### src/rtl/page_state_pkg.sv
package page_state_pkg;

  typedef enum logic [1:0] {
    PG_LIVE   = 2'd0,
    PG_LINKED = 2'd1,
    PG_PARKED = 2'd2,
    PG_GONE   = 2'd3
  } pg_state_e;

  typedef enum logic [2:0] {
    CMD_ATTACH = 3'd0,
    CMD_RETIRE = 3'd1,
    CMD_DETACH = 3'd2,
    CMD_MAP    = 3'd3,
    CMD_UNMAP  = 3'd4,
    CMD_CLEAR  = 3'd5
  } pg_cmd_e;

  typedef enum logic [1:0] {
    EXC_NONE  = 2'd0,
    EXC_ACC   = 2'd1,
    EXC_STATE = 2'd2,
    EXC_TRANS = 2'd3
  } exc_e;

  localparam int NUM_STATES = 4;
  localparam int NUM_MOVES  = 5;

  // Strobes from control to datapath
  typedef struct packed {
    logic      take;
    logic      accFault;
    logic      stateFault;
    logic      transFault;
    logic      commit;
    logic [1:0] nextState;
    logic [1:0] len;
  } strobe_t;

  function automatic logic [1:0] moveTarget(input logic [2:0] op);
    case (op)
      3'd0:    moveTarget = PG_LINKED;
      3'd1:    moveTarget = PG_GONE;
      3'd2:    moveTarget = PG_PARKED;
      3'd3:    moveTarget = PG_LIVE;
      default: moveTarget = PG_LINKED;
    endcase
  endfunction

endpackage

### src/rtl/page_state_dp.sv
module page_state_dp
  import page_state_pkg::*;
#(
  parameter int NUM_PAGES = 16,
  parameter int ADDR_W    = 24,
  parameter int PAGE_LSB  = 11
) (
  input  logic              clk,
  input  logic              rstN,
  input  strobe_t           strobe,
  input  logic [ADDR_W-1:0] reqAddr,
  input  logic [ADDR_W-1:0] cmdAddr,
  output logic [1:0]        accState,
  output logic [1:0]        cmdState,
  output logic              resValid,
  output logic [1:0]        excCode,
  output logic              resSuppress,
  output logic [1:0]        lenCode,
  output logic [31:0]       intWord
);

  localparam int IDX_W  = (NUM_PAGES > 1) ? $clog2(NUM_PAGES) : 1;
  localparam int HIGH_W = ADDR_W - PAGE_LSB;
  localparam int PAD_W  = 32 - ADDR_W;

  logic [NUM_PAGES-1:0][1:0] pageTbl;
  logic [IDX_W-1:0] accIdx;
  logic [IDX_W-1:0] cmdIdx;
  logic [31:0]      faultWord;

  assign accIdx   = reqAddr[PAGE_LSB +: IDX_W];
  assign cmdIdx   = cmdAddr[PAGE_LSB +: IDX_W];
  assign accState = pageTbl[accIdx];
  assign cmdState = pageTbl[cmdIdx];
  assign faultWord = {{PAD_W{1'b0}}, reqAddr[ADDR_W-1 -: HIGH_W], {PAGE_LSB{1'b0}}};

  generate
    for (genvar p = 0; p < NUM_PAGES; p++) begin : g_page
      always_ff @(posedge clk or negedge rstN) begin
        if (!rstN)
          pageTbl[p] <= PG_LIVE;
        else if (strobe.commit && (cmdIdx == IDX_W'(p)))
          pageTbl[p] <= strobe.nextState;
      end
    end
  endgenerate

  always_ff @(posedge clk or negedge rstN) begin
    if (!rstN) begin
      resValid    <= 1'b0;
      excCode     <= EXC_NONE;
      resSuppress <= 1'b0;
      lenCode     <= 2'd0;
      intWord     <= '0;
    end else begin
      resValid    <= strobe.take;
      resSuppress <= strobe.stateFault || strobe.transFault;
      lenCode     <= strobe.len;
      intWord     <= strobe.accFault ? faultWord : 32'd0;
      if (strobe.accFault)        excCode <= EXC_ACC;
      else if (strobe.stateFault) excCode <= EXC_STATE;
      else if (strobe.transFault) excCode <= EXC_TRANS;
      else                        excCode <= EXC_NONE;
    end
  end


  result_follows_chk: assert property (@(posedge clk) disable iff (!rstN)
    strobe.take |=> resValid);

  no_spurious_result_chk: assert property (@(posedge clk) disable iff (!rstN)
    !strobe.take |=> !resValid);

  access_word_chk: assert property (@(posedge clk) disable iff (!rstN)
    (resValid && excCode == EXC_ACC) |-> (intWord[31:24] == 8'd0 && intWord[10:0] == 11'd0 && !resSuppress));

  suppress_len_chk: assert property (@(posedge clk) disable iff (!rstN)
    (resValid && (excCode == EXC_STATE || excCode == EXC_TRANS)) |-> (resSuppress && lenCode == 2'd2));

  table_hold_chk: assert property (@(posedge clk) disable iff (!rstN)
    !strobe.commit |=> $stable(pageTbl));

  clean_result_chk: assert property (@(posedge clk) disable iff (!rstN)
    (resValid && excCode == EXC_NONE) |-> (intWord == 32'd0 && lenCode == 2'd0 && !resSuppress));

endmodule

### config.mk
export PLATFORM = sky130hd
export DESIGN_NAME = page_state_dp
export DESIGN_NICKNAME = d
export VERILOG_FILES = /design/src/rtl/page_state_pkg.sv /design/src/rtl/page_state_dp.sv
export SDC_FILE = /design/constraint.sdc
export NUM_CORES = 1
export LEC_CHECK = 0
export ABC_CLOCK_PERIOD_IN_PS = 1350
export BUFFER_PORTS_ARGS = -buffer_cell sky130_fd_sc_hd__buf_2
export CAP_MARGIN = 20
export CORE_MARGIN = 1.5
export CORE_UTILIZATION = 40
export DETAILED_ROUTE_END_ITERATION = 7
export PLACE_DENSITY = 0.64
export SLEW_MARGIN = 20
export SYNTH_ARGS = -nofsm -noshare
export SYNTH_HDL_FRONTEND = slang
export SYNTH_SLANG_ARGS = --single-unit
### constraint.sdc
create_clock -name clk -period 1.35 [get_ports clk]
set_input_delay 0.0675 -clock clk [delete_from_list [all_inputs] [get_ports clk]]
set_output_delay 0.0675 -clock clk [all_outputs]
set_load 0.02 [all_outputs]
======== Yosys cells after proc, flatten, opt, wreduce, memory -nomap -nowiden ========
Cells that the tools add are included.
operators by class
  magnitude comparators ................... 2
  equality and inequality tests ........... 15
  mux-type cells .......................... 8
  reductions and logical operators ........ 18
operator list
  kind                  number
  $eq A4 B4 Y1 const B  8
  $mux W24              1
  $bmux W2 S4           2
  $eq A4 B3 Y1 const B  4
  $logic_and A1 B1 Y1   16
  $lt A4 B5 Y1 const B  2
  $mux W2               5
  $eq A4 B2 Y1 const B  2
  $eq A4 B1 Y1 const B  1
  $logic_not A4 Y1      1
  $logic_or A1 B1 Y1    1
storage, ports and cells
  bits in registers ....................... 62
  bits of input ports ..................... 59
  output and inout port bits .............. 42

======== Depth between registers and ports, before layout ========
Gate-level depths: netlist of run 1.
  word-level depth ........................ 3
  mapped depth ............................ 4

======== Least setup slack after synthesis of run 1 ========
Ideal clock, no wire load.
  path kind ............................... register to output
  from .................................... reg pageTbl[7] in the netlist's numbering
  to ...................................... out accState[1]
  arrival time ............................ 1.204 ns
  path slack .............................. 0.078 ns
  stages on the path, launching flop included .. 4
  path buffers ............................ 0
  cells stage by stage .................... dfrtp_1 -> mux4_2 -> a22oi_1 -> nand3_1
between the ends
  longest elaborated chain between the ends .. 2
RTL lines
  what                             RTL line             text
  start, declared                  page_state_dp.sv:26  logic [NUM_PAGES-1:0][1:0] pageTbl;
  start signal, assigned by index  page_state_dp.sv:43  pageTbl[p] <= strobe.nextState;
  $bmux W2 S4                      page_state_dp.sv:33  assign accState = pageTbl[accIdx];
  $mux W2 (not written as such)    page_state_dp.sv:33
  end, declared                    page_state_dp.sv:13  output logic [1:0] accState,
No other way between the ends. The select of a mux whose other input is x is not followed.

======== Worst setup path in the final report of run 1 ========
  from .................................... reg pageTbl[4] in the netlist's numbering
  to ...................................... out cmdState[0]
between the ends
  longest elaborated chain between the ends .. 2
RTL lines
  what                           RTL line             text
  $bmux W2 S4                    page_state_dp.sv:34  assign cmdState = pageTbl[cmdIdx];
  $mux W2 (not written as such)  page_state_dp.sv:34
  end, declared                  page_state_dp.sv:14  output logic [1:0] cmdState,
No other way between the ends. The select of a mux whose other input is x is not followed.

==> metrics.md, run 1 <==
| Metric | Value |
|---|---|
| Status | `complete, but fails checks` |
| Failing checks | `setup timing` |
| Vias in the first global route | `1758` |
| Main combinational cell family by area after synthesis | `multiplexers` |
| Fin crit share | `130%` |
| Crit path required time | `1280 ps` |
| Die area | `6960 sq um` |
| Post-synthesis cell count | `190` |
| Final min period | `1750 ps` |
| WL final | `about 5.4 mm` |
| GRT Residual Overflow | `0` |
| Power per cell area | `1260 nW/um^2` |
| Total CTS buffers | `5` |
| Fraction of layout cells with a size suffix above 1 | `46.8%` |
| Final cell count without fillers | `342` |
| CP max FO | `3` |
| RSZ-0062 raised after global routing | `yes` |
| Post-synthesis sequential area ratio | `49.3%` |
| Worst vdd ir | `0.729 mV` |
| Final Core Density | `about half` |
| Post-Synth XOR/XNOR Area | `0%` |
| Setup ws final | `-404 ps` |
| GRT Total Usage | `16.5%` |
| Distinct cells, synth | `26` |
| DIE HEIGHT | `83.4 microns` |
| Input/output buffers | `50` |
| CTS tree | `yes` |
| Worst-Skew Late Latency | `approximately 300 ps` |
| CP endpoint kind | `output port` |
| Worst-case clock buffer depth | `2` |
| Achievable clock frequency | `570 MHz` |
| Syn_area_per_cell | `13.6 sq um` |
| Initial Utilization | `41.0%` |
| Critical path arrival | `approximately 1700 ps` |
| DRT iter0 DRCs | `76` |
| Rows | `29` |
| Routed Antenna Nets | `0` |
| Clock Pin Slew Worst Setup and Hold Paths | `about 100 ps` |
| ANT cells | `0` |
| Final setup viols | `4` |
| Place WS | `-147 ps` |
| CTS root buffer | `clkbuf_8` |
| Area grow syn2layout | `25.3%` |
| First-pass GRT wire length | `~9 mm` |
| Adder-Cell Fraction of Synth Area | `0%` |
| Synth warnings | `0` |
| Clock Sinks | `between 50 and 60` |
| Worst Hold Class | `in2reg` |
| Routed wire per std cell | `15.9 microns` |
| Die Wd | `83.4 microns` |
| DR pass1 iterations | `4` |
| Post-synthesis compound-gate area fraction | `1.45%` |
| Via/cell ratio | `5.14` |
| Total chip power | `4.07 mW` |
| H-tree depth | `2` |
| Core Region | `about 6300 sq um` |
| # IOs | `101` |
| Leakage power | `~1.5 nW` |
| Slew Limit Fails | `0` |
| Fin Hold WS | `60.1 ps` |
| Hold Vio Cnt, Final | `0` |
| Type of the worst setup path | `reg2out` |
| Clock Skews | `0 ps` |
| Synthesized cell area | `2590 sq um` |
| Post-Synth Simple-Gate Area | `12.3%` |
| Placed Instances | `319` |
| Initial antenna violation count | `0` |
| Register bit total from synthesis | `51` |
| Residual DRC count | `0` |
| Post-CTS Setup Bufs | `0` |
| Nets | `~320` |
| Largest net degree at the start of global routing | `33` |
| Multiplexer share of the synthesized area | `~29%` |
| Gpl congestion | `0.850` |
| Detail Placement HPWL | `3.82 mm` |
| Max-cap violations | `0` |
| Worst setup SP type | `flop` |
| DR vias | `1757` |
[power by group]
part,leakage (nW),switching [mW],internal (mW),total [mW]
Combinational,0.830,0.442,0.579,1.02
Sequential,0.628,0.189,1.78,1.97
Clock,0.0558,0.517,0.560,1.08
[layer usage]
metal | vias up | track usage (%) | share of wire (%)
met4 | 0 | 5.96 | 2.0
met2 | 79 | 27.2 | 51
met3 | 11 | 3.78 | 5.4
met1 | 879 | 21.6 | 42
li1 | 788 | - | -
met5 | - | 0 | 0
[stage by stage]
stage	setup TNS (ps)	instance area, sq um
after floorplan	0	2650
after global placement	-413	2930
after detailed placement	-401	2930
after CTS	-1530	3220
after global routing	-1790	3240
final	-1540	3240
[sequential cells by signal, indices dropped and copies added (netlist names)]
register,count
resSuppress,1
resValid,1
lenCode,2
pageTbl,32
excCode,2
intWord,13
[worst paths after layout]
| path | slack (ps) | depth (start not counted) | from | end |
|---|---|---|---|---|
| min in group asynchronous | 240 | 2 | rstN | lenCode[0] |
| worst max-delay path | -400 | 4 | pageTbl[4] | cmdState[0] |
| worst max register to register | 540 | 1 | pageTbl[8] | pageTbl[8] |
| worst min register to register | 540 | 1 | pageTbl[5] | pageTbl[5] |
| worst min-delay path | 60 | 2 | reqAddr[13] | intWord[13] |
| max in group asynchronous | 590 | 3 | rstN | pageTbl[3] |
[cells by family after synthesis]
kind of cell	Yosys count
AOI/OAI and AO/OA	5
buffers and inverters	29
DFF	51
muxes	48
other	1
and+or+nand+nor	56
[critical path, stage by stage (launching register included)]
cell and delay, ps:
dfrtp_1 420, mux4_2 480, a22oi_2 230, nand3_2 110, buf_6 150
[synth_stat cells]
master / count / area share [%]
nand3_1: 8 / 1.5
a22oi_1: 4 / 1.2
nand2b_1: 2 / 0.48
conb_1: 1 / 0.14
and2_1: 13 / 3.1
or3_1: 2 / 0.48
or2_2: 1 / 0.24
nand3b_1: 2 / 0.58
a21o_1: 1 / 0.29
buf_6: 2 / 0.87
inv_1: 1 / 0.14
buf_4: 21 / 6.1
nor2b_1: 5 / 1.2
nor2_1: 11 / 1.6
and2b_1: 1 / 0.29
nor3b_2: 1 / 0.48
nand3_4: 1 / 0.68
nand2_1: 8 / 1.2
mux2_2: 30 / 13
or3_4: 1 / 0.44
mux2_4: 2 / 1.2
mux4_2: 12 / 10
clkbuf_1: 2 / 0.29
dfrtp_1: 51 / 49
mux4_1: 4 / 4.1
buf_2: 3 / 0.58
[cells in the final DEF (no fill, tap or decap)]
cell type      synthesis  final
nand3_1                8      5
or2_2                  1      1
clkbuf_8               0      5
clkbuf_1               2      1
buf_6                  2      3
a21o_1                 1      1
dfrtp_1               51     51
nor3b_2                1      1
inv_6                  0      1
mux2_2                30     30
buf_4                 21      9
nand3b_1               2      2
nand3_2                0      3
bufinv_16              0      1
mux2_4                 2      2
nor2b_1                5      5
and2_1                13     13
buf_2                  3     47
nor2_1                11     11
nand2b_1               2      2
mux4_2                12     12
inv_1                  1      1
mux4_1                 4      4
nand3_4                1      1
and2b_1                1      1
or3_4                  1      1
conb_1                 1     19
a22oi_2                0      4
dlygate4sd3_1          0     15
buf_12                 0      3
or3_1                  2      2
nand2_1                8      8
[layout make-up]
type	instances	area [sq um]
well taps	77	96.3
clock buffers	6	72.6
clock inverters	2	38.8
fillers	570	3070
repair buffers	77	547
flip-flops and latches	51	1280
inverters	1	3.75
multi-input cells	128	1210
[what timing repair did]
| action | 4_1_cts | 5_1_grt |
|---|---|---|
| resized for setup | 9 | 4 |
| pin swaps | 4 | 2 |
| hold endpoints to repair | 33 | 0 |
| endpoints found under the setup margin | 4 | 4 |
| hold buffers | 15 | 0 |
Power figures use the tool's default switching activity.
==> run 2, diff against run 1 <==
Settings changed: REMOVE_ABC_BUFFERS set to 1.
==> metrics.md, run 2 (synthesis gave the netlist of run 1 again) <==
| Metric | Value |
|---|---|
| CP endpoint kind | `output port` |
| Failing checks | `setup timing` |
| DIE HEIGHT | `83.4 microns (unchanged)` |
| Setup ws final | `-387 ps (+17.0 ps)` |
| Worst-case clock buffer depth | `2 (unchanged)` |
| Clock Skews | `0 ps (unchanged)` |
| Largest net degree at the start of global routing | `52 (+58%)` |
| Fin crit share | `129% (-1.3 points)` |
| Hold Path Stages | `2 (unchanged)` |
| DR pass1 iterations | `4 (unchanged)` |
| Final setup viols | `4 (unchanged)` |
| Clock Sinks | `51 (unchanged)` |
| Worst hold endpoint | `intWord[13]` |
| Worst setup SP type | `flop` |
| Max stage delay on crit path | `510 ps (+30 ps)` |
| R2R depth | `3 (+2)` |
| Power per cell area | `1210 nW/um^2 (-3.6%)` |
| Place WS | `-98.5 ps (+48.7 ps)` |
| Initial Utilization | `41.0% (unchanged)` |
| Crit path required time | `1280 ps (about the same)` |
| Worst path slowest cell | `mux4_2` |
| Core Region | `6310 sq um (unchanged)` |
| Setup crit start | `pageTbl[7]` |
| Hold Crit Start | `reqAddr[13]` |
| # IOs | `101 (unchanged)` |
| Crit path cell chain | `mux4_2, a22oi_2, nand3_1, buf_6` |
| Worst vdd ir | `0.508 mV (-30%)` |
| Residual DRC count | `0 (unchanged)` |
| Worst-Skew Late Latency | `300 ps (about the same)` |
| Die Wd | `83.4 microns (unchanged)` |
| Top reg by flops | `pageTbl` |
| Input/output buffers | `50 (unchanged)` |
| Reg2reg setup slack | `360 ps (-180 ps)` |
| Routed Antenna Nets | `0 (unchanged)` |
| DR vias | `1686 (-4.0%)` |
| WL final | `5.18 mm (-4.6%)` |
| Die area | `6960 sq um (unchanged)` |
| Commonest non-fill, non-tap cell in the layout | `dfrtp_1` |
| GRT Total Usage | `15.8% (-0.76 points)` |
| Most frequent cells in the layout | `51 x dfrtp_1, 47 x buf_2, 30 x mux2_2` |
| Status | `complete, but fails checks` |
| Max-cap violations | `0 (unchanged)` |
| Final min period | `1740 ps (-17.0 ps)` |
| Gpl congestion | `0.803 (-5.6%)` |
| Vias in the first global route | `1733 (-1.4%)` |
| Clock Pin Slew Worst Setup and Hold Paths | `90 ps (about the same)` |
| CTS tree | `yes` |
| Biggest regs | `pageTbl (32), intWord (13)` |
| Max reg flops | `32 (unchanged)` |
| Leakage power | `1.49 nW (-1.6%)` |
| DRT iter0 DRCs | `62 (-18%)` |
| RSZ-0062 raised after global routing | `yes` |
| First-pass GRT wire length | `8.56 mm (-4.5%)` |
| Via/cell ratio | `4.93 (-4.0%)` |
| Crit Reg-Reg Startpoint | `pageTbl[6]` |
| Fillers | `581 (+1.9%)` |
| Detail Placement HPWL | `3.73 mm (-2.3%)` |
| H-tree depth | `2 (unchanged)` |
| Slew Limit Fails | `0 (unchanged)` |
| Achievable clock frequency | `576 MHz (+0.98%)` |
| Type of the worst setup path | `reg2out` |
| Total CTS buffers | `5 (unchanged)` |
| Worst Hold Class | `in2reg` |
| Critical path arrival | `1670 ps (-20 ps)` |
| Rows | `29 (unchanged)` |
| Total chip power | `3.87 mW (-4.9%)` |
| CTS root buffer | `clkbuf_8` |
| CP max FO | `3 (unchanged)` |
| GRT Residual Overflow | `0 (unchanged)` |
| Routed wire per std cell | `15.2 microns (-4.6%)` |
| Area grow syn2layout | `23.6%` |
| Fraction of layout cells with a size suffix above 1 | `46.0% (-0.75 points)` |
| Nets | `323 (unchanged)` |
| Hold Vio Cnt, Final | `0 (unchanged)` |
| R2r endpoint | `pageTbl[6]` |
| Initial antenna violation count | `0 (unchanged)` |
| ANT cells | `0 (unchanged)` |
[run 2: cell type report]
type	count	area [sq um]	area share (%)
tap	77	96.3	3.01
inverter	1	3.75	0.117
clock buffer	6	72.6	2.27
sequential	51	1280	39.9
timing repair buffer	77	534	16.7
clock inverter	2	17.5	0.548
multi-input combinational	128	1200	37.4
[run 2: how the worst max path moves through the flow]
stage                  end  slack, ps  depth (start not counted)
6_report       accState[1]       -390                          4
2_1_floorplan  accState[1]         80                          3
3_5_place_dp   accState[0]       -100                          4
5_1_grt        accState[0]       -470                          4
3_3_place_gp   accState[1]       -100                          4
4_1_cts        accState[0]       -400                          4
[run 2: power breakdown]
group | total (mW) | switching, mW | internal [mW]
logic | 1.04 | 0.442 | 0.595
clock network | 0.885 | 0.512 | 0.373
registers | 1.95 | 0.168 | 1.78
[run 2: timing repair]
action | CTS | global route
buffers inserted | 1 | 0
gates resized for setup | 11 | 0
endpoints found under the hold margin | 65 | 0
setup endpoints to repair | 4 | 4
hold buffers | 15 | 0
pin swaps | 6 | 2
[run 2: through the flow]
step | hold slack, ps | util (%) | TNS (ps) | cells | cell area [sq um]
2_1_floorplan | -228 | - | 0 | 180 | 2450
6_report | 50.9 | 50.6 | -1450 | 342 | 3200
3_3_place_gp | 79.3 | 46.0 | -538 | 318 | 2910
3_5_place_dp | 80.8 | 46.0 | -588 | 318 | 2910
5_1_grt | 50.0 | 50.6 | -1740 | 342 | 3200
4_1_cts | 29.1 | 50.6 | -1570 | 342 | 3200
[run 2: routing by layer]
metal  wire length (microns)  share of wire [%]  global-route usage [%]  vias up
met3                     121                2.3                    3.28        6
met5                       0                  0                       0        -
met2                    2750                 53                    27.7       33
met1                    2240                 43                    19.6      856
met4                      76                1.5                    4.92        0
li1                        -                  -                       -      791
[run 2: critical path: cells and delay by family, from the launching register on]
| family | cells | cell delay, ps |
|---|---|---|
| multiplexers | 1 | 510 |
| flip-flops | 1 | 400 |
| AO/OA/AOI/OAI | 1 | 200 |
| buffers and inverters | 1 | 140 |
| AND/OR/NAND/NOR | 1 | 110 |
==> run 3, diff against run 2 <==
Settings changed: CORE_MARGIN 1.5 to 4, SKIP_CTS_REPAIR_TIMING set to 1.
==> metrics.md, run 3 (synthesis gave the netlist of run 1 again) <==
| Metric | Value |
|---|---|
| Status | `complete, but fails checks` |
| Failing checks | `setup timing` |
| Routed wire per std cell | `16.2 microns (+7.1%)` |
| Core Region | `6310 sq um (unchanged)` |
| CP max FO | `3 (unchanged)` |
| Worst path slowest cell | `mux4_2` |
| RSZ-0062 raised after global routing | `yes` |
| Achievable clock frequency | `571 MHz (-0.83%)` |
| Setup ws final | `-402 ps (-14.5 ps)` |
| Type of the worst setup path | `reg2out` |
| Area grow syn2layout | `25.3%` |
| CTS tree | `yes` |
| Final Core Density | `51.3% (+0.69 points)` |
| Residual DRC count | `0 (unchanged)` |
| Die Wd | `88.4 microns (+6.0%)` |
| Initial Utilization | `41.0% (unchanged)` |
| Most frequent cells in the layout | `51 x dfrtp_1, 47 x buf_2, 30 x mux2_2` |
| DR pass1 iterations | `4 (unchanged)` |
| Clock Pin Slew Worst Setup and Hold Paths | `100 ps (about the same)` |
| WL met2 | `3.09 mm (+12%)` |
| Sum Neg Setup Slack | `-1570 ps (-113 ps)` |
| Fraction of layout cells with a size suffix above 1 | `47.6% (+1.5 points)` |
| Leakage power | `1.52 nW (+2.1%)` |
| H-tree depth | `2 (unchanged)` |
| Rows | `29 (unchanged)` |
| First-pass GRT wire length | `8.50 mm (-0.72%)` |
| Max stage delay on crit path | `500 ps (about the same)` |
| Nets | `325 (+0.62%)` |
| Worst vdd ir | `0.583 mV (+15%)` |
| Detail Placement HPWL | `4.06 mm (+8.9%)` |
| DIE HEIGHT | `88.4 microns (+6.0%)` |
| Clock Sinks | `51 (unchanged)` |
| Power per cell area | `1270 nW/um^2 (+4.8%)` |
| Biggest regs | `pageTbl (32), intWord (13)` |
| DRT iter0 DRCs | `70 (+13%)` |
| Clock Skews | `0 ps (unchanged)` |
| Worst Hold Class | `in2reg` |
| WL final | `5.59 mm (+7.8%)` |
| Die area | `7820 sq um (+12%)` |
| GRT Residual Overflow | `0 (unchanged)` |
| Fin crit share | `130% (+1.1 points)` |
| Input/output buffers | `50 (unchanged)` |
| Slew Limit Fails | `0 (unchanged)` |
| Commonest non-fill, non-tap cell in the layout | `dfrtp_1` |
| Critical path arrival | `1680 ps (about the same)` |
| # IOs | `101 (unchanged)` |
| Worst-case clock buffer depth | `2 (unchanged)` |
| CTS root buffer | `clkbuf_8` |
| DR vias | `1719 (+2.0%)` |
| Largest net degree at the start of global routing | `52 (unchanged)` |
| Worst setup SP type | `flop` |
| Final min period | `1750 ps (+14.5 ps)` |
| Met1 WL | `2.20 mm (-1.8%)` |
| Buf/Inv on CP | `1 (unchanged)` |
| Initial antenna violation count | `0 (unchanged)` |
| Max reg flops | `32 (unchanged)` |
| CP endpoint kind | `output port` |
| Crit path required time | `1280 ps (about the same)` |
| Fillers | `557 (-4.1%)` |
| WL met3 | `206 microns (+70%)` |
| Vias in the first global route | `1703 (-1.7%)` |
| Max-cap violations | `0 (unchanged)` |
| Routed Antenna Nets | `0 (unchanged)` |
| Final setup viols | `4 (unchanged)` |
| Top reg by flops | `pageTbl` |
| Worst-Skew Late Latency | `310 ps (about the same)` |
| Hold Vio Cnt, Final | `0 (unchanged)` |
| Crit path cell chain | `mux4_2, a22oi_2, nand3_2, buf_6` |
| Via/cell ratio | `5.00 (+1.4%)` |
| GRT Total Usage | `14.7% (-1.1 points)` |
| Gpl congestion | `0.787 (-1.9%)` |
| Total CTS buffers | `5 (unchanged)` |
| Highest routing layer actually used | `met4` |
| ANT cells | `0 (unchanged)` |
| Top delay family on crit path | `multiplexers` |
## run 3: cell count changes in the layout (fill, tap and decap cells not counted)
cell,before,now
buf_12,2,1
buf_4,10,13
bufinv_16,0,1
clkbuf_1,1,0
clkbuf_8,5,6
clkinv_4,2,0
inv_6,0,1
nand3_1,7,5
nand3_2,1,3
## run 3: power breakdown
| part | switching [mW] | internal [mW] |
|---|---|---|
| Clock | 0.507 | 0.610 |
| Sequential | 0.173 | 1.78 |
| Combinational | 0.454 | 0.585 |
| Total | 1.13 | 2.97 |
## run 3: through the flow
stage	instance area [sq um]	cells	setup slack (ps)	power (mW)	hold slack, ps
global route	3240	344	-465	4.31	59.9
floorplan	2450	180	78.5	2.55	-228
finish	3240	344	-402	4.11	48.3
global placement	2910	320	-149	2.89	81.9
detailed placement	2910	320	-189	2.92	83.6
CTS	3030	328	-489	4.05	-260
## run 3: cell type report
cell class | count | area [sq um] | area share, %
Clock buffer | 6 | 82.6 | 2.55
Clock inverter | 2 | 38.8 | 1.20
Inverter | 1 | 3.75 | 0.116
Multi-Input combinational cell | 128 | 1210 | 37.2
Sequential cell | 51 | 1280 | 39.4
Tap cell | 77 | 96.3 | 2.97
Timing Repair Buffer | 79 | 537 | 16.6
## run 3: final timing paths
path	slack, ps	to	cells after the start	from
max in group asynchronous	830	pageTbl[18]	3	rstN
setup / recovery	-400	cmdState[1]	4	pageTbl[7]
min in group asynchronous	280	resSuppress	3	rstN
setup reg to reg	450	pageTbl[6]	2	pageTbl[6]
hold reg to reg	530	pageTbl[12]	1	pageTbl[12]
hold / removal	50	intWord[13]	2	reqAddr[13]
## run 3: worst reg2reg max path, delay by kind of cell, from the launching register on
family,cells,cell delay (ps)
flops,1,410
mux,1,250
buf+inv,1,140
## run 3: metal layers
metal | GRT usage, % | vias to the layer above
met5 | 0 | -
met4 | 6.87 | 0
met3 | 3.26 | 7
met2 | 26.1 | 37
met1 | 16.8 | 889
li1 | - | 786
